===== src/rtl/dsg_pkg.sv =====
package dsg_pkg;

    typedef enum logic [2:0] {
        UC_PSEUDO = 3'd0,
        UC_FXU    = 3'd1,
        UC_LSU    = 3'd2,
        UC_FPU    = 3'd3,
        UC_VALU   = 3'd4,
        UC_VPERM  = 3'd5,
        UC_CRU    = 3'd6,
        UC_BRU    = 3'd7
    } unit_cls_e;

    typedef enum logic [1:0] {
        TAG_PLAIN  = 2'd0,
        TAG_SETCTR = 2'd1,
        TAG_BRCTR  = 2'd2,
        TAG_RSVD   = 2'd3
    } op_tag_e;

    typedef enum logic [1:0] {
        HZ_GO   = 2'd0,
        HZ_WAIT = 2'd1,
        HZ_NOOP = 2'd2
    } hz_e;

endpackage


===== src/rtl/dsg_hazard_eval.sv =====
module dsg_hazard_eval
    import dsg_pkg::*;
#(
    parameter int SLOTS    = 5,
    parameter int CR_SLOTS = 2,
    localparam int CW      = $clog2(SLOTS)
) (
    input  logic [CW-1:0] cnt_q,
    input  logic          armed_q,
    input  unit_cls_e     cls,
    input  logic          first_only,
    input  logic          single,
    input  op_tag_e       tag,
    output hz_e           hz
);
    localparam logic [CW-1:0] LAST = CW'(SLOTS - 1);

    logic ordinary;
    logic pos_block;
    logic cr_block;

    always_comb begin
        unique case (cls)
            UC_FXU, UC_LSU, UC_FPU, UC_VALU, UC_VPERM: ordinary = 1'b1;
            default:                                   ordinary = 1'b0;
        endcase
    end

    generate
        if (CR_SLOTS < SLOTS) begin : g_cr_window
            localparam logic [CW-1:0] CR_LIM = CW'(CR_SLOTS);
            assign cr_block = (cls == UC_CRU) && (cnt_q >= CR_LIM);
        end else begin : g_cr_free
            assign cr_block = 1'b0;
        end
    endgenerate

    always_comb begin
        pos_block = 1'b0;
        if ((first_only || single) && (cnt_q != '0)) pos_block = 1'b1;
        if (ordinary && (cnt_q == LAST))             pos_block = 1'b1;
        if (cr_block)                                 pos_block = 1'b1;
    end

    always_comb begin
        hz = HZ_GO;
        if (cls != UC_PSEUDO) begin
            if (pos_block)                            hz = HZ_WAIT;
            else if (armed_q && (tag == TAG_BRCTR))   hz = HZ_NOOP;
        end
    end

endmodule


===== src/rtl/dsg_group_track.sv =====
module dsg_group_track
    import dsg_pkg::*;
#(
    parameter int SLOTS    = 5,
    localparam int CW      = $clog2(SLOTS)
) (
    input  logic          clk,
    input  logic          rst_n,
    input  logic          emt_valid,
    input  unit_cls_e     emt_class,
    input  logic          emt_single,
    input  op_tag_e       emt_tag,
    input  logic          adv_valid,
    output logic [CW-1:0] cnt_q,
    output logic          armed_q
);
    localparam logic [CW:0] FULL  = (CW+1)'(SLOTS);
    localparam logic [CW:0] ONE_W = (CW+1)'(1);

    typedef struct packed {
        logic [CW-1:0] cnt;
        logic          armed;
    } grp_st_t;

    grp_st_t st_d, st_q;
    logic [CW:0] nxt;
    logic        real_emit;
    logic        closes;

    assign real_emit = emt_valid && (emt_class != UC_PSEUDO);
    assign closes    = (emt_class == UC_BRU) || emt_single;

    always_comb begin
        st_d = st_q;
        nxt  = {1'b0, st_q.cnt};
        if (real_emit) begin
            if (emt_tag == TAG_SETCTR) st_d.armed = 1'b1;
            if (closes) nxt = FULL;
            else        nxt = {1'b0, st_q.cnt} + ONE_W;
        end else if (adv_valid) begin
            nxt = {1'b0, st_q.cnt} + ONE_W;
        end
        if (nxt >= FULL) begin
            st_d.cnt   = '0;
            st_d.armed = 1'b0;
        end else begin
            st_d.cnt   = nxt[CW-1:0];
        end
    end

    always_ff @(posedge clk) begin
        if (!rst_n) st_q <= '0;
        else        st_q <= st_d;
    end

    assign cnt_q   = st_q.cnt;
    assign armed_q = st_q.armed;

endmodule


===== src/rtl/dispatch_slot_guard.sv =====
module dispatch_slot_guard
    import dsg_pkg::*;
#(
    parameter int SLOTS    = 5,
    parameter int CR_SLOTS = 2,
    localparam int CW      = $clog2(SLOTS)
) (
    input  logic          clk,
    input  logic          rst_n,
    input  logic [2:0]    qry_class,
    input  logic          qry_first,
    input  logic          qry_single,
    input  logic [1:0]    qry_tag,
    output logic [1:0]    hz_code,
    input  logic          emt_valid,
    input  logic [2:0]    emt_class,
    input  logic          emt_single,
    input  logic [1:0]    emt_tag,
    input  logic          adv_valid,
    output logic [CW-1:0] slot_count,
    output logic          ctr_armed
);
    logic [CW-1:0] cnt_w;
    logic          armed_w;
    hz_e           hz_w;

    dsg_group_track #(.SLOTS(SLOTS)) u_track (
        .clk        (clk),
        .rst_n      (rst_n),
        .emt_valid  (emt_valid),
        .emt_class  (unit_cls_e'(emt_class)),
        .emt_single (emt_single),
        .emt_tag    (op_tag_e'(emt_tag)),
        .adv_valid  (adv_valid),
        .cnt_q      (cnt_w),
        .armed_q    (armed_w)
    );

    dsg_hazard_eval #(.SLOTS(SLOTS), .CR_SLOTS(CR_SLOTS)) u_eval (
        .cnt_q      (cnt_w),
        .armed_q    (armed_w),
        .cls        (unit_cls_e'(qry_class)),
        .first_only (qry_first),
        .single     (qry_single),
        .tag        (op_tag_e'(qry_tag)),
        .hz         (hz_w)
    );

    assign hz_code    = hz_w;
    assign slot_count = cnt_w;
    assign ctr_armed  = armed_w;

endmodule


===== config.mk =====
export PLATFORM = sky130hd
export DESIGN_NAME = dispatch_slot_guard
export DESIGN_NICKNAME = d
export VERILOG_FILES = /design/src/rtl/dsg_pkg.sv /design/src/rtl/dsg_hazard_eval.sv /design/src/rtl/dsg_group_track.sv /design/src/rtl/dispatch_slot_guard.sv
export SDC_FILE = /design/constraint.sdc
export NUM_CORES = 1
export LEC_CHECK = 0
export BUFFER_PORTS_ARGS = -buffer_cell sky130_fd_sc_hd__buf_4
export CELL_PAD_IN_SITES_DETAIL_PLACEMENT = 1
export CELL_PAD_IN_SITES_GLOBAL_PLACEMENT = 1
export CORE_AREA = 2 2 39 41
export CTS_BUF_LIST = sky130_fd_sc_hd__clkbuf_2
export DETAILED_ROUTE_END_ITERATION = 10
export DIE_AREA = 0 0 41 43
export PLACE_DENSITY_LB_ADDON = 0.1
export SLEW_MARGIN = 20
export SYNTH_ARGS = -nofsm -noshare
export SYNTH_HDL_FRONTEND = slang
export SYNTH_SLANG_ARGS = --single-unit
export TNS_END_PERCENT = 10

===== constraint.sdc =====
create_clock -name clk -period 1.59 [get_ports clk]
set_input_delay 0.159 -clock clk [delete_from_list [all_inputs] [get_ports clk]]
set_output_delay 0.159 -clock clk [all_outputs]
set_load 0.01 [all_outputs]

==> metrics.cfg, run 1 <==
[synth]
yosys.area_share.adder=0.0781
synth-seq-area-share=0.250
yosys_warnings=0
synth_largest_area_cell=dfxtp_1
ys_dominant_reg_cell=dfxtp_1
post_synth_mux_area_share=0.0313
synth-seq-cells=4
synth-edff-count=0
asyncSetResetFlopFracSynth=0
synth_area_leaders=dfxtp_1, ha_1, a211oi_1, o21ai_0, inv_1
synth-simple-area-share=0.219
synth_top_area_share=0.250
synthesis.nets=59
per_instance_average_area_after_synthesis_um2=8.01
post_synthesis_compound_gate_area_fraction=0.375
synthTopCellsByCount=dfxtp_1, inv_1
netlist_instances=40
post_synth_xor_xnor_area=0
netlist_area_um2=320
synth_unique_cells=23
synth_top_family_by_area=compound AO/OA/AOI/OAI gates

[timing]
unrepaired_setup_endpoints_after_global_routing=yes
max_slew_margin=0.658
postLayoutSetupSlackWorst_ns=-0.0634
finalCriticalPeriod_ns=1.65
timing.final.setup_violations=1
maxSlewViolCount=0
fin_crit_sh=1.04
hold_viol=0
max_freq_mhz=605
hold_slack_ns=0.216
clk_skew_ns=0.00361
max_slew.worst_pin.slew_ns=0.507

[power]
comb_power_share=0.477
internal-power_w=0.000268
power_switching_w=0.000129
leakage_nw=0.291
clk_pwr_share=0.232
p_seq_frac=0.291
vdd_ir_drop_max_v=0.000341
power.density_cell_area_mw_per_mm2=616
swShare=0.326

[routing]
drt-initial-drc-count=2
drt-wirelength-per-cell_um=12.8
via_count=447
route.detailed.vias_per_inst=5.02
drt_drc_violations_left=0
firstDrtPassIters=2
final_antenna_net_count=0
wirelength_mm=1.14

[layout]
layout.cells.non_filler=89
final_util=0.466
n_antenna_cell=0
fin_nets=94
area.growth.synth_to_final_pct=101
drive_gt1_frac=0.630

[worst_setup_path]
critical-path-top-delay-family=compound AO/OA/AOI/OAI gates
worstPathArrival_ns=1.49
worstSetupStartpoint=u_track.cnt_q[0]
logic_depth_of_the_worst_setup_path_including_buffers=7
timing.rr.start=u_track.cnt_q[0]
path_class=flip-flop to output pin
reg2regPathDepth=5
critPathLaunchType=flip-flop
worstReg2RegEnd=u_track.cnt_q[1]
regToRegSetupSlack_ns=0.06
cp.required_ns=1.43
wp_buf_inv=2
cp_max_fo=2
cell_by_cell_trace_of_the_critical_path=inv_2 > ha_4 > a21bo_4 > o221ai_2 > a21oi_2 > nor4b_4 > buf_4
crit_path_top_delay_cell=dfxtp_2
worstSetupEndpoint=hz_code[1]
crit_path_max_incr_delay_ns=0.33
cp-end-kind=output pin

[floorplanning]
die_span_in_y_um=43
initial_util=0.231
floorplan_core_area_mm2=0.00138
dieArea_mm2=0.00176
num_io_pins=23
core.rowCount=14
dieWidth_um=41

[global_route]
grt_max_degree=7
globalRoute.totalOverflow=0
first_global_vias=457
grtUsageTotal=0.153
grt_first_pass_wirelength_mm=1.86
antenna_violations_before_repair=0

[placed_design]
port_buffers=22
routabilityCongestion=0.774
place_worst_setup_slack_ns=-0.00435
post-place-cells=84
half_perimeter_wire_length_of_the_detailed_placement_result_um=893

[min_path]
worstHoldPathType=primary input to flip-flop

[outcome]
failed_checks=setup timing
status=complete, but fails checks

[cts]
clk-insertion-delay-late_ns=0.21
clock_tree.htree_level_count=1
cts.sinks=4
cts_buffers=3
max-clock-path-buffers=2
clk_transition_reported_paths_ns=0.04
tritoncts=yes
clockRootBuffer=clkbuf_2

[flow_run]
maxCapViolCount=0

[through the flow]
| step | power [W] | cell area (µm²) | setup TNS [ns] |
|---|---|---|---|
| 4_1_cts | 0.000395 | 627 | -0.115 |
| 2_1_floorplan | 0.000190 | 337 | 0 |
| 6_report | 0.000397 | 644 | -0.0634 |
| 3_3_place_gp | 0.000272 | 567 | 0 |
| 5_1_grt | 0.000433 | 644 | -0.295 |
| 3_5_place_dp | 0.000274 | 567 | -0.00435 |
[cell type report]
cell class / count / area, µm²
Fill cell: 168 / 739
Multi-Input combinational cell: 32 / 287
Timing Repair Buffer: 30 / 225
Sequential cell: 4 / 82.6
Tap cell: 16 / 20.0
Clock buffer: 3 / 15.0
Inverter: 4 / 15.0
[worst min-delay path by stage]
| stage | startpoint | end | cells past startpoint |
|---|---|---|---|
| 2_1_floorplan | rst_n | u_track.cnt_q[0] | 2 |
| 3_3_place_gp | rst_n | u_track.cnt_q[0] | 3 |
| 3_5_place_dp | rst_n | u_track.cnt_q[0] | 3 |
| 4_1_cts | rst_n | u_track.cnt_q[0] | 3 |
| 5_1_grt | rst_n | u_track.cnt_q[0] | 3 |
| 6_report | rst_n | u_track.cnt_q[0] | 3 |
[worst min-delay path, cell delays in order]
cell	delay, ns
buf_4	0.11
o21ai_0	0.07
a211oi_1	0.04
[power groups by stage]
stage                     registers [W]  clock network (W)  logic (W)
after global placement         0.000115                  0   0.000156
after global routing           0.000116           0.000105   0.000211
after CTS                      0.000116          0.0000981   0.000181
final                          0.000116          0.0000922   0.000189
after floorplan                0.000122                  0  0.0000675
after detailed placement       0.000116                  0   0.000158
[metal layers]
metal | vias to the layer above | track usage | part of all wire
met5 | - | 0 | 0
met4 | 0 | 0.0400 | 0
met1 | 205 | 0.190 | 0.45
met3 | 0 | 0.0471 | 0.066
li1 | 224 | - | -
met2 | 18 | 0.244 | 0.49
[registers in the layout, summed over array words and instances (netlist names)]
name / flops
u_track.armed_q: 1
u_track.cnt_q: 3
[cells in the final DEF (no fill, tap or decap), drive strengths merged]
cell    instances
buf            30
inv             4
dfxtp           4
nand2           3
nor2            3
o21ai           3
clkbuf          3
a211oi          3
a31oi           2
nor2b           2
ha              2
nor3            1
a21bo           1
o221ai          1
o32ai           1
a21oi           1
nor4b           1
o31a            1
or2             1
mux2i           1
o32a            1
a221o           1
nand3           1
nor3b           1
o22a            1
[logic make-up after synthesis]
kind of cell | count (synthesis)
flip-flops | 4
multiplexers | 1
AO/OA/AOI/OAI | 16
buffers and inverters | 4
adder cells (fa/ha/maj) | 2
AND/OR/NAND/NOR | 13
[what timing repair did]
item	in CTS	in global routing
endpoints found under the hold margin	0	0
endpoints found under the setup margin	2	4
hold buffers	0	0
gates resized for setup	8	3
buffers inserted	2	0
pin swaps	3	1
No activity file was read; power rests on OpenSTA's default activity.
==> run 2: changes to the inputs <==
- SYNTH_HIERARCHICAL: unset -> 1
==> run 2 against run 1 <==
Against the previous run:
- the flow now finishes without violations
- critical path depth decreased by 2
- synthesized area fell by 2.0%
- via count shrank 7.4%
- sequential share of layout area is 1.8 points higher
- clock-buffer cell count unchanged
- highest routed layer unchanged
- global-route usage shrank 2.7 points
- final area decreased by 11%
- first-iteration DRC count increased by 100%
- combinational power fell by 17%
- clock skew down 0.0010 ns
- synthesized cell count decreased by 2.5%
- sequential cell count did not move
==> metrics.cfg, run 2 <==
[power]
leakage_nw=0.266
design_power_total_w=0.000367
vdd_ir_drop_max_v=0.000457
power.density_cell_area_mw_per_mm2=640

[worst_setup_path]
reg2regPathDepth=5
timing.rr.start=u_track/cnt_q[0]
cp.required_ns=1.43
path_class=flip-flop to output pin
cp-end-kind=output pin
worstReg2RegEnd=u_track/armed_q
cp_max_fo=3
worstPathArrival_ns=1.37
critPathLaunchType=flip-flop
regToRegSetupSlack_ns=0.11

[placed_design]
routabilityCongestion=0.717
place_area_um2=522
post-place-cells=80
port_buffers=22

[layout]
final_util=0.415
layout.cells.non_filler=85
n_antenna_cell=0
drive_gt1_frac=0.493
largest_register_ffs=3
most-common-layout-cells=buf_4, inv_1
most_frequent_standard_cell_in_the_layout_excluding_fill_and_tap_cells=buf_4
fin_nets=89
area.growth.synth_to_final_pct=82.9
final_cell_area_um2=574

[routing]
via_count=414
drt-wirelength-per-cell_um=11.7
firstDrtPassIters=3
wirelength_um=992
drt-initial-drc-count=4
route.detailed.vias_per_inst=4.87
drt_drc_violations_left=0
final_antenna_net_count=0

[outcome]
status=finished clean

[synth]
synth-edff-count=0
asyncSetResetFlopFracSynth=0
synth_largest_area_cell=dfxtp_1
synth_unique_cells=22
synth-seq-cells=4
synth_area_leaders=dfxtp_1, a211oi_1, o31a_1, o32ai_2, o21ai_0
netlist_area_um2=314
synth-seq-area-share=0.255
synthTopCellsByCount=dfxtp_1, inv_1, a211oi_1, nor2_1, o21ai_0
synth_top_area_share=0.255
yosys_warnings=6
netlist_instances=39
per_instance_average_area_after_synthesis_um2=8.05
synthesis.nets=57
ys_dominant_reg_cell=dfxtp_1

[timing]
maxSlewViolCount=0
timing.final.setup_violations=0
clk_skew_ns=0.00262
max_freq_mhz=653
fin_crit_sh=0.963
hold_viol=0
max_slew.worst_pin.slew_ns=0.386
hold_slack_ns=0.240
max_slew_margin=0.740
finalCriticalPeriod_ns=1.53
unrepaired_setup_endpoints_after_global_routing=yes

[floorplanning]
floorplan_core_area_mm2=0.00138
initial_util=0.227
num_io_pins=23
core.rowCount=14
dieArea_mm2=0.00176
die_span_in_y_um=43
dieWidth_um=41

[global_route]
grt_first_pass_wirelength_mm=1.50
first_global_vias=394
grtUsageTotal=0.126
antenna_violations_before_repair=0
globalRoute.totalOverflow=0
grt_max_degree=9

[cts]
cts_buffers=3
holdBufCountCts=0
clockRootBuffer=clkbuf_2
clk_transition_reported_paths_ns=0.04
max-clock-path-buffers=2
cts.sinks=4
clk-insertion-delay-late_ns=0.20
tritoncts=yes
clock_tree.htree_level_count=1

[min_path]
worstHoldPathType=primary input to flip-flop
worstHoldStart=rst_n
worst_hold_path.endpoint=u_track/cnt_q[0]
worst_hold_path.num_cells=3

[flow_run]
maxCapViolCount=0

## run 2: layout make-up
| cell class | instances | area, µm² |
|---|---|---|
| flip-flops and latches | 4 | 83.8 |
| inverters | 4 | 15.0 |
| well taps | 16 | 20.0 |
| clock buffers | 3 | 15.0 |
| repair buffers | 27 | 210 |
| multi-input cells | 31 | 230 |
| fillers | 172 | 810 |
## run 2: routing by layer
metal / up-vias / share of wire / track usage
met2: 13 / 0.49 / 0.209
met5: - / 0 / 0
li1: 215 / - / -
met4: 0 / 0 / 0.0200
met1: 186 / 0.47 / 0.138
met3: 0 / 0.040 / 0.0628
## run 2: worst max-delay path, stage by stage (launching register included)
cell,delay [ns]
dfxtp_2,0.32
buf_6,0.12
o32ai_4,0.24
o31a_1,0.18
and4b_1,0.21
buf_6,0.10
## run 2: cells by family (layout without fill, tap and decap cells)
| logic type | Yosys count | after routing | synth area share |
|---|---|---|---|
| AOI/OAI and AO/OA | 15 | 15 | 0.374 |
| and+or+nand+nor | 14 | 14 | 0.251 |
| DFF | 4 | 4 | 0.255 |
| buffers and inverters | 4 | 34 | 0.0478 |
| adders and majority gates | 1 | 1 | 0.0398 |
| muxes | 1 | 1 | 0.0319 |
## run 2: worst max-delay path by stage
stage | start | endpoint | slack (ns) | cells after the start
global placement | emt_class[0] | u_track/armed_q | 0.008 | 6
detailed placement | emt_class[0] | u_track/armed_q | 0.04 | 5
finish | u_track/cnt_q[0] | hz_code[1] | 0.06 | 5
global route | u_track/cnt_q[0] | hz_code[1] | -0.02 | 5
CTS | u_track/cnt_q[0] | hz_code[1] | 0.008 | 5
floorplan | u_track/cnt_q[0] | u_track/cnt_q[2] | 0.21 | 4
## run 2: repair_timing
item / 4_1_cts / 5_1_grt
setup endpoints to repair: 1 / 1
endpoints found under the hold margin: 0 / 0
resized for setup: 1 / 5
setup buffers: 0 / 2
## run 2: power by group
group          total [W]  switching (W)  leakage (nW)  internal [W]
sequential      0.000120      0.0000102        0.0339      0.000109
combinational   0.000157      0.0000639         0.220     0.0000933
clock          0.0000906      0.0000399        0.0125     0.0000507
## run 2: metrics by stage
| stage | setup TNS, ns | worst slack [ns] |
|---|---|---|
| finish | 0 | 0.0593 |
| global route | -0.0213 | -0.0213 |
| CTS | 0 | 0.00836 |
| detailed placement | 0 | 0.0386 |
| global placement | 0 | 0.00806 |
| floorplan | 0 | 0.210 |
